File: config.mk
export PLATFORM = sky130hd
export DESIGN_NAME = pirq_sel_top
export DESIGN_NICKNAME = d
export VERILOG_FILES = /design/src/rtl/pirq_pkg.sv /design/src/rtl/pirq_pend_store.sv /design/src/rtl/pirq_qualify.sv /design/src/rtl/pirq_prio_pick.sv /design/src/rtl/pirq_sel_top.sv
export SDC_FILE = /design/constraint.sdc
export NUM_CORES = 1
export LEC_CHECK = 0
export CAP_MARGIN = 0
export CELL_PAD_IN_SITES_DETAIL_PLACEMENT = 1
export CELL_PAD_IN_SITES_GLOBAL_PLACEMENT = 1
export CORE_ASPECT_RATIO = 1.25
export CORE_MARGIN = 8
export CORE_UTILIZATION = 41
export CTS_CLUSTER_DIAMETER = 120
export DETAILED_ROUTE_END_ITERATION = 8
export DONT_BUFFER_PORTS = 1
export GPL_TIMING_DRIVEN = 1
export PLACE_DENSITY_LB_ADDON = 0.3
export SETUP_SLACK_MARGIN = 0.15
export SLEW_MARGIN = 20
export SYNTH_ARGS = -nofsm -noshare
export SYNTH_HDL_FRONTEND = slang
export SYNTH_SLANG_ARGS = --single-unit
File: constraint.sdc
create_clock -name clk -period 2.5 [get_ports clk]
set_input_delay 0.375 -clock clk [delete_from_list [all_inputs] [get_ports clk]]
set_output_delay 0.375 -clock clk [all_outputs]
set_load 0.02 [all_outputs]
File: src/rtl/pirq_pkg.sv
package pirq_pkg;

    localparam int NSRC   = 13;
    localparam int CODE_W = 4;
    localparam int IDX_W  = $clog2(NSRC);

    localparam int IX_RESET = 0;
    localparam int IX_MCHK  = 1;
    localparam int IX_HDEC  = 2;
    localparam int IX_CEXT  = 3;
    localparam int IX_WDOG  = 4;
    localparam int IX_CDB   = 5;
    localparam int IX_FIT   = 6;
    localparam int IX_PIT   = 7;
    localparam int IX_DEC   = 8;
    localparam int IX_EXT   = 9;
    localparam int IX_DB    = 10;
    localparam int IX_PERF  = 11;
    localparam int IX_THERM = 12;

    typedef enum logic [CODE_W-1:0] {
        XC_NONE  = 4'd0,
        XC_RESET = 4'd1,
        XC_MCHK  = 4'd2,
        XC_HDEC  = 4'd3,
        XC_CEXT  = 4'd4,
        XC_WDOG  = 4'd5,
        XC_CDB   = 4'd6,
        XC_FIT   = 4'd7,
        XC_PIT   = 4'd8,
        XC_DEC   = 4'd9,
        XC_EXT   = 4'd10,
        XC_DB    = 4'd11,
        XC_PERF  = 4'd12,
        XC_THERM = 4'd13
    } xcode_e;

    // Machine-state enables that gate the tiers
    typedef struct packed {
        logic crit;
        logic ext;
        logic hyp;
        logic prob;
        logic hdec;
    } tier_ctl_t;

    // Sources whose pending bit tracks a line instead of a latched event
    localparam logic [NSRC-1:0] LEVEL_MASK =
        NSRC'((1 << IX_CEXT) | (1 << IX_EXT));

    // Tier membership
    localparam logic [NSRC-1:0] UNGATED_MASK =
        NSRC'((1 << IX_RESET) | (1 << IX_MCHK));
    localparam logic [NSRC-1:0] EE_TIER_MASK =
        NSRC'(((1 << NSRC) - 1) & ~((1 << (IX_CEXT + 1)) - 1));

    function automatic xcode_e code_of_idx(input logic [IDX_W-1:0] idx);
        return xcode_e'(CODE_W'(idx) + CODE_W'(1));
    endfunction

    function automatic logic hdec_gate(input tier_ctl_t c);
        return c.hdec & (c.ext | ~c.hyp | c.prob);
    endfunction

endpackage

File: src/rtl/pirq_pend_store.sv
module pirq_pend_store
    import pirq_pkg::*;
#(
    parameter int              N        = NSRC,
    parameter logic [N-1:0]    LVL_MASK = LEVEL_MASK
) (
    input  logic         clk,
    input  logic         rst,
    input  logic [N-1:0] set_pulse,
    input  logic [N-1:0] lvl_in,
    input  logic [N-1:0] retire,
    output logic [N-1:0] pend_q
);

    logic [N-1:0] pend_d;

    for (genvar i = 0; i < N; i++) begin : g_bit
        if (LVL_MASK[i]) begin : g_level
            // level source: follows its line, taking has no effect
            assign pend_d[i] = lvl_in[i];
        end else begin : g_event
            // latched event: set beats retire
            assign pend_d[i] = set_pulse[i] | (pend_q[i] & ~retire[i]);
        end
    end

    always_ff @(posedge clk) begin
        if (rst) begin
            pend_q <= '0;
        end else begin
            pend_q <= pend_d;
        end
    end

endmodule

File: src/rtl/pirq_qualify.sv
module pirq_qualify
    import pirq_pkg::*;
#(
    parameter int           N       = NSRC,
    parameter logic [N-1:0] FREE_M  = UNGATED_MASK,
    parameter logic [N-1:0] EE_M    = EE_TIER_MASK,
    parameter int           HDEC_IX = IX_HDEC,
    parameter int           CEXT_IX = IX_CEXT
) (
    input  logic [N-1:0] pend,
    input  tier_ctl_t    ctl,
    output logic [N-1:0] elig
);

    logic [N-1:0] allow;

    for (genvar i = 0; i < N; i++) begin : g_allow
        if (FREE_M[i]) begin : g_free
            assign allow[i] = 1'b1;
        end else if (i == HDEC_IX) begin : g_hdec
            assign allow[i] = hdec_gate(ctl);
        end else if (i == CEXT_IX) begin : g_crit
            assign allow[i] = ctl.crit;
        end else if (EE_M[i]) begin : g_ee
            assign allow[i] = ctl.ext;
        end else begin : g_off
            assign allow[i] = 1'b0;
        end
    end

    assign elig = pend & allow;

endmodule

File: src/rtl/pirq_prio_pick.sv
module pirq_prio_pick #(
    parameter int N     = 13,
    parameter int IDX_W = $clog2(N)
) (
    input  logic [N-1:0]     elig,
    output logic [N-1:0]     grant,
    output logic [IDX_W-1:0] grant_idx,
    output logic             any
);

    // blk[i] is high when some lower index (higher priority) is eligible
    logic [N:0] blk;
    assign blk[0] = 1'b0;

    for (genvar i = 0; i < N; i++) begin : g_chain
        assign grant[i]  = elig[i] & ~blk[i];
        assign blk[i+1]  = blk[i] | elig[i];
    end

    assign any = blk[N];

    always_comb begin
        grant_idx = '0;
        for (int i = 0; i < N; i++) begin
            if (grant[i]) begin
                grant_idx = grant_idx | IDX_W'(i);
            end
        end
    end

endmodule

File: src/rtl/pirq_sel_top.sv
module pirq_sel_top
    import pirq_pkg::*;
#(
    parameter int N = NSRC
) (
    input  logic                clk,
    input  logic                rst,
    input  logic [N-1:0]        set_pulse,
    input  logic                ext_lvl,
    input  logic                cext_lvl,
    input  logic                crit_en,
    input  logic                ext_en,
    input  logic                hyp_mode,
    input  logic                prob_mode,
    input  logic                hdec_en,
    input  logic                svc_req,
    output logic                take_vld,
    output logic [CODE_W-1:0]   take_code,
    output logic [N-1:0]        pend
);

    localparam int IW = $clog2(N);

    tier_ctl_t      ctl;
    logic [N-1:0]   lvl_vec;
    logic [N-1:0]   elig;
    logic [N-1:0]   grant;
    logic [N-1:0]   retire;
    logic [IW-1:0]  gidx;
    logic           any;
    xcode_e         code;

    assign ctl = '{crit: crit_en, ext: ext_en, hyp: hyp_mode,
                   prob: prob_mode, hdec: hdec_en};

    always_comb begin
        lvl_vec          = '0;
        lvl_vec[IX_EXT]  = ext_lvl;
        lvl_vec[IX_CEXT] = cext_lvl;
    end

    pirq_pend_store #(.N(N), .LVL_MASK(LEVEL_MASK)) u_store (
        .clk       (clk),
        .rst       (rst),
        .set_pulse (set_pulse),
        .lvl_in    (lvl_vec),
        .retire    (retire),
        .pend_q    (pend)
    );

    pirq_qualify #(.N(N)) u_qual (
        .pend (pend),
        .ctl  (ctl),
        .elig (elig)
    );

    pirq_prio_pick #(.N(N), .IDX_W(IW)) u_pick (
        .elig      (elig),
        .grant     (grant),
        .grant_idx (gidx),
        .any       (any)
    );

    assign retire    = grant & {N{svc_req & any}};
    assign code      = any ? code_of_idx(gidx) : XC_NONE;
    assign take_vld  = any;
    assign take_code = code;

endmodule

==> metrics <==
outcome finished clean; combinational share of power 28.9%; Mapped Nets 115; Avg Cell Area, Syn 8.36 sq um; fmax 0.427 GHz; P_leak 0.399 nW; Worst-Margin Slew 0.482 ns; Worst Setup End Kind primary output; final-report max-slew violation count 0; PnR Total Power 539 uW; max reg flops 13; pre-CTS WS 0.199 ns; Seq cells post-synth 13; CP Cell Sequence nor3_1 > or3_4 > o21ai_2 > ha_2 > nand2b_2 > o32ai_2 > a22o_2; worst vdd ir 308 uV; Critical Path Max Stage Delay 0.50 ns; worst-skew pair later-pin latency 0.28 ns; ys flop type dfxtp_1; PortBufs 0; die area 0.00350 sq mm; number of vias per cell 6.18; worst setup margin 0.159 ns; Placed Cells 118; final clock skew 0.00343 ns; Clock transition at path regs 0.08 ns; Final min period 2.34 ns; Slew Limit Headroom 67.8%; total grt overflow 0; overall global routing resource usage 14.8%; Crit Path Max Fanout 7; Die Wd 54.5 microns; top cells by area, synth dfxtp_1 (34%), a21oi_1 (6.6%), nor2_1 (5.9%); total iterations of the first detailed-routing run 4; count leader, synth dfxtp_1; Core Area 0.00177 sq mm; first-pass GRT wire length 4.01 mm; NumNets Final 134; Layout Cells excl Fill 128; dpl hpwl 1.87 mm; final period utilization 93.6%; CP required 2.12 ns; I/O Pins 41; Post-synth EDFFs 0; Synth async-reset ratio 0%; Regs by FF count u_store.pend_q x13; post-synthesis sequential area ratio 34.2%; sw power 185 uW; Buf+Inv Stages, Crit Path 0; initial antenna violation count 0; drt wl/cell 19.3 microns; Area Growth Syn to Fin 28.0%; cts hold-fix bufs 0; part of the power in registers 46.5%; TritonCTS clock tree yes; largest net degree at the start of global routing 14; Crit path max-delay family simple AND/OR/NAND/NOR gates; cts bufs inserted 3; CTS Sinks 13; 1st-iter DRT viols 23; vias in the first global route 865; Root Driver clkbuf_4; fraction of layout cells with a size suffix above 1 40.4%; number of diodes 0; Final Wtd Congestion 0.795; critical path's slowest cell dfxtp_2; Post-route DRC 0; final hold vios 0; YS warnings 0; H-tree Lvls 1; Final setup viols 0; die height 64.2 microns; cell accounting for the most synthesized area dfxtp_1; Arr. time, crit path 1.97 ns; total number of vias 791; Clock Tree Buf Depth 2; min-delay worst type input port to flop; Yosys cell types 36; setup TNS 0 ns; Post-Syn Area 761 sq um; cell count after synthesis 91; clock network power share 24.6%; Synth top area share 34.2%; internal power 355 uW; MaxCap Viol Count 0; Sw Share 34.2%; power per cell area 554 mW/mm^2; Routed Antenna Nets 0; num rows 17; final WL 2.48 mm; commonest cells in the netlist dfxtp_1 (13), nor2_1 (12), a21oi_1 (10); RSZ-0062 raised after global routing true; Most flops, register u_store.pend_q; Initial Util 43.1%; WS Path Type flop to primary output; type of origin of the critical path flop
final cells by class:
class                      count  area [sq um]
tap                           19          23.8
clock buffer                   4          26.3
fill                         219           792
timing repair buffer          15           113
sequential                    13           268
inverter                       9          33.8
multi-input combinational     68           509
power by group through the flow:
stage | Clock, mW | Sequential [mW] | Combinational, mW
floorplan | 0 | 0.264 | 0.0840
global placement | 0 | 0.252 | 0.127
detailed placement | 0 | 0.252 | 0.131
CTS | 0.137 | 0.250 | 0.150
global route | 0.143 | 0.254 | 0.172
finish | 0.132 | 0.251 | 0.156
cells in the final DEF, fill, tap and decap left out, types with 2 or more instances in the layout:
cell type and instances:
buf_4 15, clkbuf_4 3, inv_1 8, o31ai_1 2, o21ai_1 2, nor3_1 2, nor2b_1 3, nand4_1 2
and2_1 4, nor2_1 12, or4_4 2, o21ai_2 2, a311oi_1 2, dfxtp_1 7, nand2_1 3, dfxtp_2 6
a21oi_1 10
stage by stage:
stage	util (%)	hold WS [ns]	cell area, sq um
floorplan	-	0.447	761
global placement	48.1	0.446	848
detailed placement	48.1	0.448	848
CTS	54.0	0.141	953
global route	55.1	0.138	973
finish	55.1	0.145	973
path summary, 6_finish.rpt:
kind                     start                 end  slack, ns  cells past startpoint
max          u_store.pend_q[1]        take_code[2]       0.16                      7
max reg2reg  u_store.pend_q[7]  u_store.pend_q[12]       0.96                      4
min reg2reg  u_store.pend_q[6]   u_store.pend_q[6]       0.58                      2
min                        rst   u_store.pend_q[9]       0.15                      1
metal layers:
layer	track usage, %	vias up	routed length [microns]
met5	0	-	0
li1	-	372	-
met1	17.7	387	1020
met4	5.56	0	31
met3	5.09	4	204
met2	23.3	28	1220
kinds of logic after synthesis:
| kind of cell | count (synthesis) | share of synthesized area, % |
|---|---|---|
| AOI/OAI and AO/OA | 29 | 27.6 |
| adders and majority gates | 1 | 1.64 |
| buffers and inverters | 10 | 4.93 |
| DFF | 13 | 34.2 |
| and+or+nand+nor | 38 | 31.6 |
repair_timing:
action                                  in CTS  in global routing
buffers inserted                             5                  1
endpoints found under the setup margin       2                  2
pin swaps                                    8                  4
gates resized for setup                     14                  3
Power figures use the tool's default switching activity.
